`src/rtl/ssk_pkg.sv`:
```
package ssk_pkg;
  localparam int SW_W  = 13;
  localparam int IDX_W = 4;

  typedef enum logic [IDX_W-1:0] {
    SW_STORE80 = 4'd0, SW_AUXRD = 4'd1, SW_AUXWR = 4'd2, SW_INTCX = 4'd3,
    SW_ALTZP = 4'd4, SW_SLOTC3 = 4'd5, SW_COL80 = 4'd6, SW_ALTCHR = 4'd7,
    SW_TEXT = 4'd8, SW_MIXED = 4'd9, SW_PAGE2 = 4'd10, SW_HIRES = 4'd11,
    SW_DBLHI = 4'd12
  } swIdx_e;

  typedef enum logic [2:0] {
    RD_ZERO, RD_LATCH, RD_ANYKEY, RD_STATUS, RD_FLOAT
  } rdSel_e;

  typedef struct packed {
    logic   swEn;
    swIdx_e swIdx;
    logic   swVal;
    logic   kbdClr;
    logic   rdEn;
    rdSel_e rdSel;
    swIdx_e statIdx;
  } ctlStrb_t;

  localparam logic [SW_W-1:0] RESET_SW  = SW_W'(1) << SW_TEXT;
  localparam logic [SW_W-1:0] DISP_MASK = (SW_W'(1) << SW_COL80) | (SW_W'(1) << SW_TEXT)
                                        | (SW_W'(1) << SW_MIXED) | (SW_W'(1) << SW_PAGE2)
                                        | (SW_W'(1) << SW_HIRES) | (SW_W'(1) << SW_DBLHI);
endpackage

```
`src/rtl/ssk_ctrl.sv`:
```
module ssk_ctrl
  import ssk_pkg::*;
#(
  parameter int ADDR_W = 8
) (
  input  logic [ADDR_W-1:0] ioAddr,
  input  logic              rdStb,
  input  logic              wrStb,
  output ctlStrb_t          strb
);
  localparam int NIB = 4;

  logic [NIB-1:0] hiNib;
  logic [NIB-1:0] loNib;
  logic           anyAcc;
  logic           isRd;

  assign hiNib  = ioAddr[2*NIB-1:NIB];
  assign loNib  = ioAddr[NIB-1:0];
  assign anyAcc = rdStb | wrStb;
  assign isRd   = rdStb & ~wrStb;

  always_comb begin
    strb         = '0;
    strb.swIdx   = SW_STORE80;
    strb.statIdx = SW_STORE80;
    strb.rdSel   = RD_ZERO;
    strb.rdEn    = isRd;
    case (hiNib)
      4'h0: begin
        strb.rdSel = RD_LATCH;
        strb.swVal = loNib[0];
        if (loNib[3:1] <= 3'd5) begin
          strb.swEn  = wrStb;
          strb.swIdx = swIdx_e'({1'b0, loNib[3:1]});
        end else begin
          strb.swEn  = anyAcc;
          strb.swIdx = loNib[1] ? SW_ALTCHR : SW_COL80;
        end
      end
      4'h1: begin
        strb.kbdClr = wrStb | (isRd && loNib == 4'h0);
        strb.rdSel  = RD_STATUS;
        case (loNib)
          4'h0: strb.rdSel = RD_ANYKEY;
          4'h3: strb.statIdx = SW_AUXRD;
          4'h4: strb.statIdx = SW_AUXWR;
          4'h5: strb.statIdx = SW_INTCX;
          4'h6: strb.statIdx = SW_ALTZP;
          4'h7: strb.statIdx = SW_SLOTC3;
          4'h8: strb.statIdx = SW_STORE80;
          4'hA: strb.statIdx = SW_TEXT;
          4'hB: strb.statIdx = SW_MIXED;
          4'hC: strb.statIdx = SW_PAGE2;
          4'hD: strb.statIdx = SW_HIRES;
          4'hE: strb.statIdx = SW_ALTCHR;
          4'hF: strb.statIdx = SW_COL80;
          default: strb.rdSel = RD_ZERO;
        endcase
      end
      4'h5: begin
        strb.rdSel = RD_FLOAT;
        if (!loNib[3]) begin
          strb.swEn  = anyAcc;
          strb.swIdx = swIdx_e'(IDX_W'(SW_TEXT) + {2'b00, loNib[2:1]});
          strb.swVal = loNib[0];
        end else if (loNib[3:1] == 3'b111) begin
          strb.swEn  = anyAcc;
          strb.swIdx = SW_DBLHI;
          strb.swVal = ~loNib[0];
        end
      end
      default: ;
    endcase
  end
endmodule

```
`src/rtl/ssk_datapath.sv`:
```
module ssk_datapath
  import ssk_pkg::*;
#(
  parameter int DATA_W = 8,
  parameter int KEY_W  = 7,
  parameter logic [DATA_W-1:0] FLOAT_VAL = 8'hFF
) (
  input  logic              clk,
  input  logic              rst_n,
  input  ctlStrb_t          strb,
  input  logic              keyValid,
  input  logic [KEY_W-1:0]  keyCode,
  input  logic              keyDown,
  output logic [SW_W-1:0]   switches,
  output logic [DATA_W-1:0] rdData,
  output logic              modeChange
);
  localparam int FLAG_BIT = DATA_W - 1;

  logic [DATA_W-1:0] kbdLatch;
  logic [SW_W-1:0]   swNext;
  logic              bitChanges;
  logic              pulseNext;
  logic [DATA_W-1:0] rdNext;

  always_comb begin
    swNext = switches;
    if (strb.swEn) swNext[strb.swIdx] = strb.swVal;
  end

  assign bitChanges = strb.swEn && (switches[strb.swIdx] != strb.swVal);
  assign pulseNext  = bitChanges && DISP_MASK[strb.swIdx]
                      && !(strb.swIdx == SW_PAGE2 && switches[SW_COL80]);

  always_comb begin
    rdNext = '0;
    case (strb.rdSel)
      RD_LATCH:  rdNext = kbdLatch;
      RD_ANYKEY: rdNext[FLAG_BIT] = keyDown;
      RD_STATUS: rdNext[FLAG_BIT] = switches[strb.statIdx];
      RD_FLOAT:  rdNext = FLOAT_VAL;
      default:   rdNext = '0;
    endcase
  end

  always_ff @(posedge clk) begin
    if (!rst_n) begin
      switches   <= RESET_SW;
      kbdLatch   <= '0;
      rdData     <= '0;
      modeChange <= 1'b0;
    end else begin
      switches   <= swNext;
      modeChange <= pulseNext;
      if (strb.rdEn) rdData <= rdNext;
      if (keyValid) kbdLatch <= {1'b1, keyCode};
      else if (strb.kbdClr) kbdLatch[FLAG_BIT] <= 1'b0;
    end
  end


  latch_load_chk: assert property (@(posedge clk) disable iff (!rst_n)
    keyValid |=> (kbdLatch[FLAG_BIT] && kbdLatch[KEY_W-1:0] == $past(keyCode)));


  latch_clear_chk: assert property (@(posedge clk) disable iff (!rst_n)
    (strb.kbdClr && !keyValid) |=> (!kbdLatch[FLAG_BIT] && $stable(kbdLatch[KEY_W-1:0])));


  pulse_real_change_chk: assert property (@(posedge clk) disable iff (!rst_n)
    modeChange |-> ((switches & DISP_MASK) != ($past(switches) & DISP_MASK)));


  single_flip_chk: assert property (@(posedge clk) disable iff (!rst_n)
    $countones(switches ^ $past(switches)) <= 1);
endmodule

```
`src/rtl/soft_switch_unit.sv`:
```
module soft_switch_unit
  import ssk_pkg::*;
#(
  parameter int ADDR_W = 8,
  parameter int DATA_W = 8,
  parameter int KEY_W  = 7,
  parameter logic [DATA_W-1:0] FLOAT_VAL = 8'hFF
) (
  input  logic              clk,
  input  logic              rst_n,
  input  logic [ADDR_W-1:0] ioAddr,
  input  logic              rdStb,
  input  logic              wrStb,
  input  logic              keyValid,
  input  logic [KEY_W-1:0]  keyCode,
  input  logic              keyDown,
  output logic [SW_W-1:0]   switches,
  output logic [DATA_W-1:0] rdData,
  output logic              modeChange
);
  localparam int BANK_BITS = 6;

  ctlStrb_t strb;

  ssk_ctrl #(.ADDR_W(ADDR_W)) u_ctrl (
    .ioAddr(ioAddr), .rdStb(rdStb), .wrStb(wrStb), .strb(strb)
  );

  ssk_datapath #(.DATA_W(DATA_W), .KEY_W(KEY_W), .FLOAT_VAL(FLOAT_VAL)) u_dp (
    .clk(clk), .rst_n(rst_n), .strb(strb), .keyValid(keyValid),
    .keyCode(keyCode), .keyDown(keyDown), .switches(switches),
    .rdData(rdData), .modeChange(modeChange)
  );


  bank_write_only_chk: assert property (@(posedge clk) disable iff (!rst_n)
    !$past(wrStb) |-> (switches[BANK_BITS-1:0] == $past(switches[BANK_BITS-1:0])));


  float_read_chk: assert property (@(posedge clk) disable iff (!rst_n)
    $past(rdStb && !wrStb && ioAddr[7:4] == 4'h5) |-> (rdData == FLOAT_VAL));
endmodule

```
`config.mk`:
```
export PLATFORM = sky130hd
export DESIGN_NAME = soft_switch_unit
export DESIGN_NICKNAME = d
export VERILOG_FILES = /design/src/rtl/ssk_pkg.sv /design/src/rtl/ssk_ctrl.sv /design/src/rtl/ssk_datapath.sv /design/src/rtl/soft_switch_unit.sv
export SDC_FILE = /design/constraint.sdc
export NUM_CORES = 1
export LEC_CHECK = 0
export BUFFER_PORTS_ARGS = -buffer_cell sky130_fd_sc_hd__buf_2
export CORE_ASPECT_RATIO = 1.1
export CORE_MARGIN = 8
export CORE_UTILIZATION = 45
export CTS_CLUSTER_SIZE = 10
export DETAILED_ROUTE_END_ITERATION = 8
export PLACE_DENSITY = 0.69
export SETUP_SLACK_MARGIN = 0.02
export SYNTH_ARGS = -nofsm -noshare
export SYNTH_HDL_FRONTEND = slang
export SYNTH_SLANG_ARGS = --single-unit
export TNS_END_PERCENT = 100
```
`constraint.sdc`:
```
create_clock -name clk -period 5.2 [get_ports clk]
set_clock_uncertainty 0.2 [all_clocks]
set_input_delay 0.52 -clock clk [delete_from_list [all_inputs] [get_ports clk]]
set_output_delay 0.52 -clock clk [all_outputs]
set_load 0.01 [all_outputs]
```
; After elaboration in Yosys (flattened, before gate mapping)
; Memory sizes are Yosys's and may differ from the RTL's.
; Index checks and enable logic that the tools add are counted.
[op_classes]
add_sub_neg = 1
n_lt_le_gt_ge = 4
eq_ne = 21
n_mux = 22
n_bitwise = 5
reduce_logical = 11
[op_table]
columns = op, count
row1 = $pmux 4 s11, 1
row2 = $eq 4x4->1 const B, 8
row3 = $eq 4x3->1 const B, 5
row4 = $pmux 7 s2, 1
row5 = $bwmux 13, 1
row6 = $mux 6, 2
row7 = $pmux 6 s2, 1
row8 = $reduce_or 12->1, 1
row9 = $lt 4x5->1 const B, 2
row10 = $pmux 3 s3, 1
row11 = $bmux 1 s4, 2
row12 = $logic_not 4->1, 2
row13 = $mux 1, 8
row14 = $eq 3x2->1 const B, 2
row15 = $eq 3x3->1 const B, 2
row16 = $logic_and 1x1->1, 6
row17 = $mux 5, 1
row18 = $add 4x2->4 const A, 1
row19 = $demux 1 s4, 1
row20 = $eq 4x1->1 const B, 1
row21 = $eq 4x2->1 const B, 1
row22 = $ge 4x1->1 const B, 1
row23 = $mux 4, 1
row24 = $pmux 1 s4, 1
row25 = 9 further kinds, 11
[totals]
register_bits = 30
rom_bits = 16
input_bits = 21
output_inout_bits = 22
wordCells = 70
memories = 1
[mem_list]
columns = memory, words, width, rd, rd_clocked_by_memory_dff, wr, line
row1 = (no name shown), 16, 1, 1, 0, 0, ssk_datapath.sv:32  ; assign pulseNext = bitChanges && DISP_MASK[strb.swIdx]

; Longest topological paths before layout
[logic_depth]
ltp_word = 10
ltp_mapped = 8
ltp_nobuf = 6

; By module
; From an unflattened synthesis, not the netlist that was laid out.
[hier_totals]
cells_unflattened = 220
hier_area_um2 = 1825.5
[by_module_without_submodules]
columns = mod, instances, cells_each, area_each_um2, seq_area_each_um2
row1 = ssk_datapath, 1, 174, 1531.5, 600.6
row2 = ssk_ctrl, 1, 46, 294.0, 0.0

; Worst setup path after synthesis
; OpenSTA, ideal clock, no wires.
[synth_path]
path_type = in2reg
from = input port ioAddr[2]
to = register u_dp.modeChange
setup_ps = 88
arrival_ps = 1752
required_time_ps = 4912
setup_slack_ps = 3160
path_stages = 7
n_path_buf = 2
path_cell_list = buf_6 > buf_6 > mux2_1 > a221oi_1 > a22oi_1 > and3_1 > nor4_2
[synth_via]
elab_chain_cells = 10
elab_cells_between_ends = 18
classes_between = add/sub: 1 / order compare: 1 / eq/ne: 3 / mux: 7 / reduce/logical: 5 / memory: 1
[synth_lines]
columns = element, line
row1 = "start, declared", soft_switch_unit.sv:11  ; input logic [ADDR_W-1:0] ioAddr,
row2 = "parallel branches: the longest is 3 deep, another holds $add 4x2->4", -
row3 = $pmux 6 s2 (*), ssk_ctrl.sv:29  ; case (hiNib)
row4 = $bmux 1 s4, ssk_datapath.sv:31  ; assign bitChanges = strb.swEn && (switches[strb.swIdx] != strb.swVal);
row5 = $mux 1 (implied by the code), ssk_datapath.sv:31
row6 = $ne 1x1->1, ssk_datapath.sv:31
row7 = $logic_and 1x1->1, ssk_datapath.sv:31
row8 = $logic_and 1x1->1, ssk_datapath.sv:32
row9 = $logic_and 1x1->1 (*), ssk_datapath.sv:33  ; && !(strb.swIdx == SW_PAGE2 && switches[SW_COL80]);
row10 = "end signal, assigned", ssk_datapath.sv:54  ; modeChange <= pulseNext;
row11 = "end, declared", ssk_datapath.sv:16  ; output logic modeChange
; Every way passes the cells marked *. The select of a mux whose other input is x is not followed.
; A chain may end at the register's enable or synchronous reset.

; Worst setup path in the final report
[layout_path]
from = input port ioAddr[7]
to = register u_dp.switches[1]
[layout_via]
elab_chain_cells = 7
elab_cells_between_ends = 9
classes_between = order compare: 2 / eq/ne: 1 / mux: 4 / reduce/logical: 2
[layout_lines]
columns = element, line
row1 = $eq 4x3->1 or $logic_not 4->1 (tied branches), ssk_ctrl.sv:29
row2 = $pmux 6 s2 (*), ssk_ctrl.sv:29
row3 = $lt 4x5->1 (implied by the code) or $ge 4x1->1 (tied branches), ssk_datapath.sv:28  ; if (strb.swEn) swNext[strb.swIdx] = strb.swVal;
row4 = $logic_and 1x1->1 (implied by the code), ssk_datapath.sv:28
row5 = $mux 1 (implied by the code), ssk_datapath.sv:28
row6 = $demux 1 s4, -
row7 = $bwmux 13, ssk_datapath.sv:28
row8 = "end signal, assigned", ssk_datapath.sv:53  ; switches <= swNext;
row9 = "end, declared", ssk_datapath.sv:14  ; output logic [SW_W-1:0] switches,
; Mark *: on every way between the ends. The rest lies on a longest branch, timed or not.

==> metrics.log <==
INFO  metric status = completed
INFO  metric groute.usage.overall = 0.150
INFO  metric tritoncts = yes
INFO  metric die_height = 83.5 um
INFO  metric detail_route.first_pass.iterations = 4
INFO  metric antenna-diode-count = 0
INFO  metric synth-seq-cells = 30
INFO  metric viasPerCell = between 5 and 6
INFO  metric clkTransAtPathRegs = 0.07 ns
INFO  metric worst_ep_required_time = 5.19 ns
INFO  metric detail_route.iter0.violations = about 130
INFO  metric yosys_warnings = 0
INFO  metric worst_setup_path_end_kind = flop
INFO  metric via_count = 1718
INFO  metric dp_cell_count = between 200 and 300
INFO  metric final-setup-viol-count = 0
INFO  metric postLayoutCellArea = between 2000 and 2500 um2
INFO  metric routed_length_per_instance = 16.0 um
INFO  metric ios = 43
INFO  metric pwr_density_cell = ~240 nW/um2
INFO  metric post-synth-top-area-cell = dfxtp_1
INFO  metric post_synth.cell_area_avg = 8.68 um2
INFO  metric cts_max_level = 2
INFO  metric cts-buffers-inserted = 5
INFO  metric yosys_most_used_dff = dfxtp_1
INFO  metric chipWidth = just under 80 um
INFO  metric finalNetCount = 270
INFO  metric final_cell_mix = buf_2 (42), dfxtp_1 (30), nor2b_1 (20), nand2_1 (20), mux2i_1 (18)
INFO  metric drv_slew = 0
INFO  metric multi_input_area = 1150 um2
INFO  metric leakagePower = 0.850 nW
INFO  metric share_of_synthesized_flip_flops_with_an_asynchronous_set_or_reset = 0
INFO  metric synth.yosys.seq_area_share = 0.322
INFO  metric achievable-frequency = 439 MHz
INFO  metric cts_root_buf = clkbuf_8
INFO  metric rsz0062_at_grt = no
INFO  metric timing_worst_slew_pin_value = 0.754 ns
INFO  metric preCtsSetupSlack = 2.62 ns
INFO  metric timing.final.crit_period = 2.28 ns
INFO  metric buffer_ports.inserted = 42
INFO  metric grt_start_max_net_pins = 31
INFO  metric n_fill_cell = 393
INFO  metric clock_insertion_delay_worst_skew = 0.29 ns
INFO  metric worst-endpoint-arrival = about 2.3 ns
INFO  metric synth_top_cell_area_share = 0.322
INFO  metric synthDistinctLibCells = 53
INFO  metric synth_area = 1870 um2
INFO  metric grt_first_pass_wirelength = 8.11 mm
INFO  metric area_growth = 14.8%
INFO  metric cts-root-to-sink-buffers = 2
INFO  metric detail-route-antenna-nets = 0
INFO  metric worst-path-max-fanout = 11
INFO  metric postSynthCellCount = 215
INFO  metric totalNegativeSetupSlack = 0 ns
INFO  metric hold_violations = 0
INFO  metric floorplan.initialDensity = 0.471
INFO  metric hpwl = between 3 and 4 mm
INFO  metric final_min_period_over_clock_period = 0.438
INFO  metric fin_worst_setup_slack = between 2 and 3 ns
INFO  metric leading_cell_type_in_the_layout_fill_and_taps_excluded = buf_2
INFO  metric crit_path_start_kind = input pin
INFO  metric timing.slew.headroom = 0.497
INFO  metric drive_gt1_frac = 0.296
INFO  metric die-area = 6460 um2
INFO  metric cts_post_setup_buffers_inserted = 0
INFO  metric path_class = input pin to flop
INFO  metric cts_hold_buf = 0
INFO  metric finalPower = 0.515 mW
INFO  metric syn-num-nets = between 200 and 250
INFO  metric coreArea = 3960 um2
INFO  metric routed_wl = slightly below 5 mm
INFO  metric cts_num_sinks = 30
INFO  metric grt_antenna_before_repair = 0
INFO  metric vias_in_the_first_global_route = 1666
INFO  metric post_synth_edffs = 0
INFO  metric ys_top_cells_by_area = dfxtp_1 (32%), mux2i_1 (9.7%), nor2b_1 (6.7%)
INFO  metric regArea = 601 um2
INFO  metric globalplace.congestion = 0.916
INFO  metric drc = 0
INFO  metric post_cts_repair_resize_count = 0
INFO  metric placed_cell_area = 2050 um2
INFO  metric final-instance-count-excl-fill = 302
INFO  metric irDropWorstVdd = 0.160 mV
INFO  metric maxCapViolCount = 0
INFO  metric site_rows = 24
INFO  metric overall_overflow_remaining_after_global_route = 0
INFO  metric worstHoldPathType = input pin to flop
-- path summary, 6_finish.rpt --
check                        start                to  slack [ns]  cells after the start
hold / removal          keyCode[4]  u_dp.kbdLatch[4]        0.28                      3
setup reg to reg  u_dp.switches[5]   u_dp.modeChange        3.39                      5
hold reg to reg     u_dp.rdData[2]    u_dp.rdData[2]        0.31                      2
setup / recovery         ioAddr[7]  u_dp.switches[1]        2.92                      7
-- Yosys cell counts, drive strengths merged, types with 4 or more instances --
cell	instances
a21oi	17
buf	10
nor4	10
mux2	4
clkbuf	6
nand3	5
nor2	14
nor3	5
nor2b	20
o21ai	12
dfxtp	30
mux2i	19
nand2	21
-- kinds of logic after synthesis --
logic type	after synthesis	share of synthesized area
simple gates	90	0.293
compound gates	54	0.198
flops	30	0.322
mux	23	0.128
buf+inv	18	0.0590
-- registers in the layout, summed over array words and instances, names as in the netlist --
register         flops
u_dp.kbdLatch        8
u_dp.modeChange      1
u_dp.rdData          8
u_dp.switches       13
-- metal layers --
layer	vias up	track usage	routed length, um
met2	73	0.231	2150
met1	783	0.177	2170
met5	-	0	0
met3	20	0.0657	375
li1	842	-	-
met4	0	0.0636	141
-- stage by stage --
stage / util / hold slack (ns)
2_1_floorplan: - / 0.272
3_5_place_dp: 0.516 / 0.292
5_1_grt: 0.540 / 0.292
4_1_cts: 0.540 / 0.283
6_report: 0.540 / 0.282
3_3_place_gp: 0.516 / 0.291
-- layout make-up --
class | instances | share of cell area
multi-input cells | 167 | 0.539
flip-flops and latches | 30 | 0.281
repair buffers | 43 | 0.102
clock buffers | 6 | 0.0386
well taps | 52 | 0.0304
clock inverters | 2 | 0.00584
inverters | 2 | 0.00351
-- critical path, stage by stage --
cell	delay (ns)
buf_2	0.13
nand4bb_1	0.46
a21oi_2	0.30
a2bb2oi_2	0.23
nor4_1	0.34
mux2i_1	0.23
nor2b_1	0.06
-- power breakdown --
part	switching, mW	internal [mW]
combinational	0.0448	0.0290
clock	0.0943	0.106
sequential	0.00367	0.237
total	0.143	0.372
Note: power is estimated with default switching activity, not from simulation.
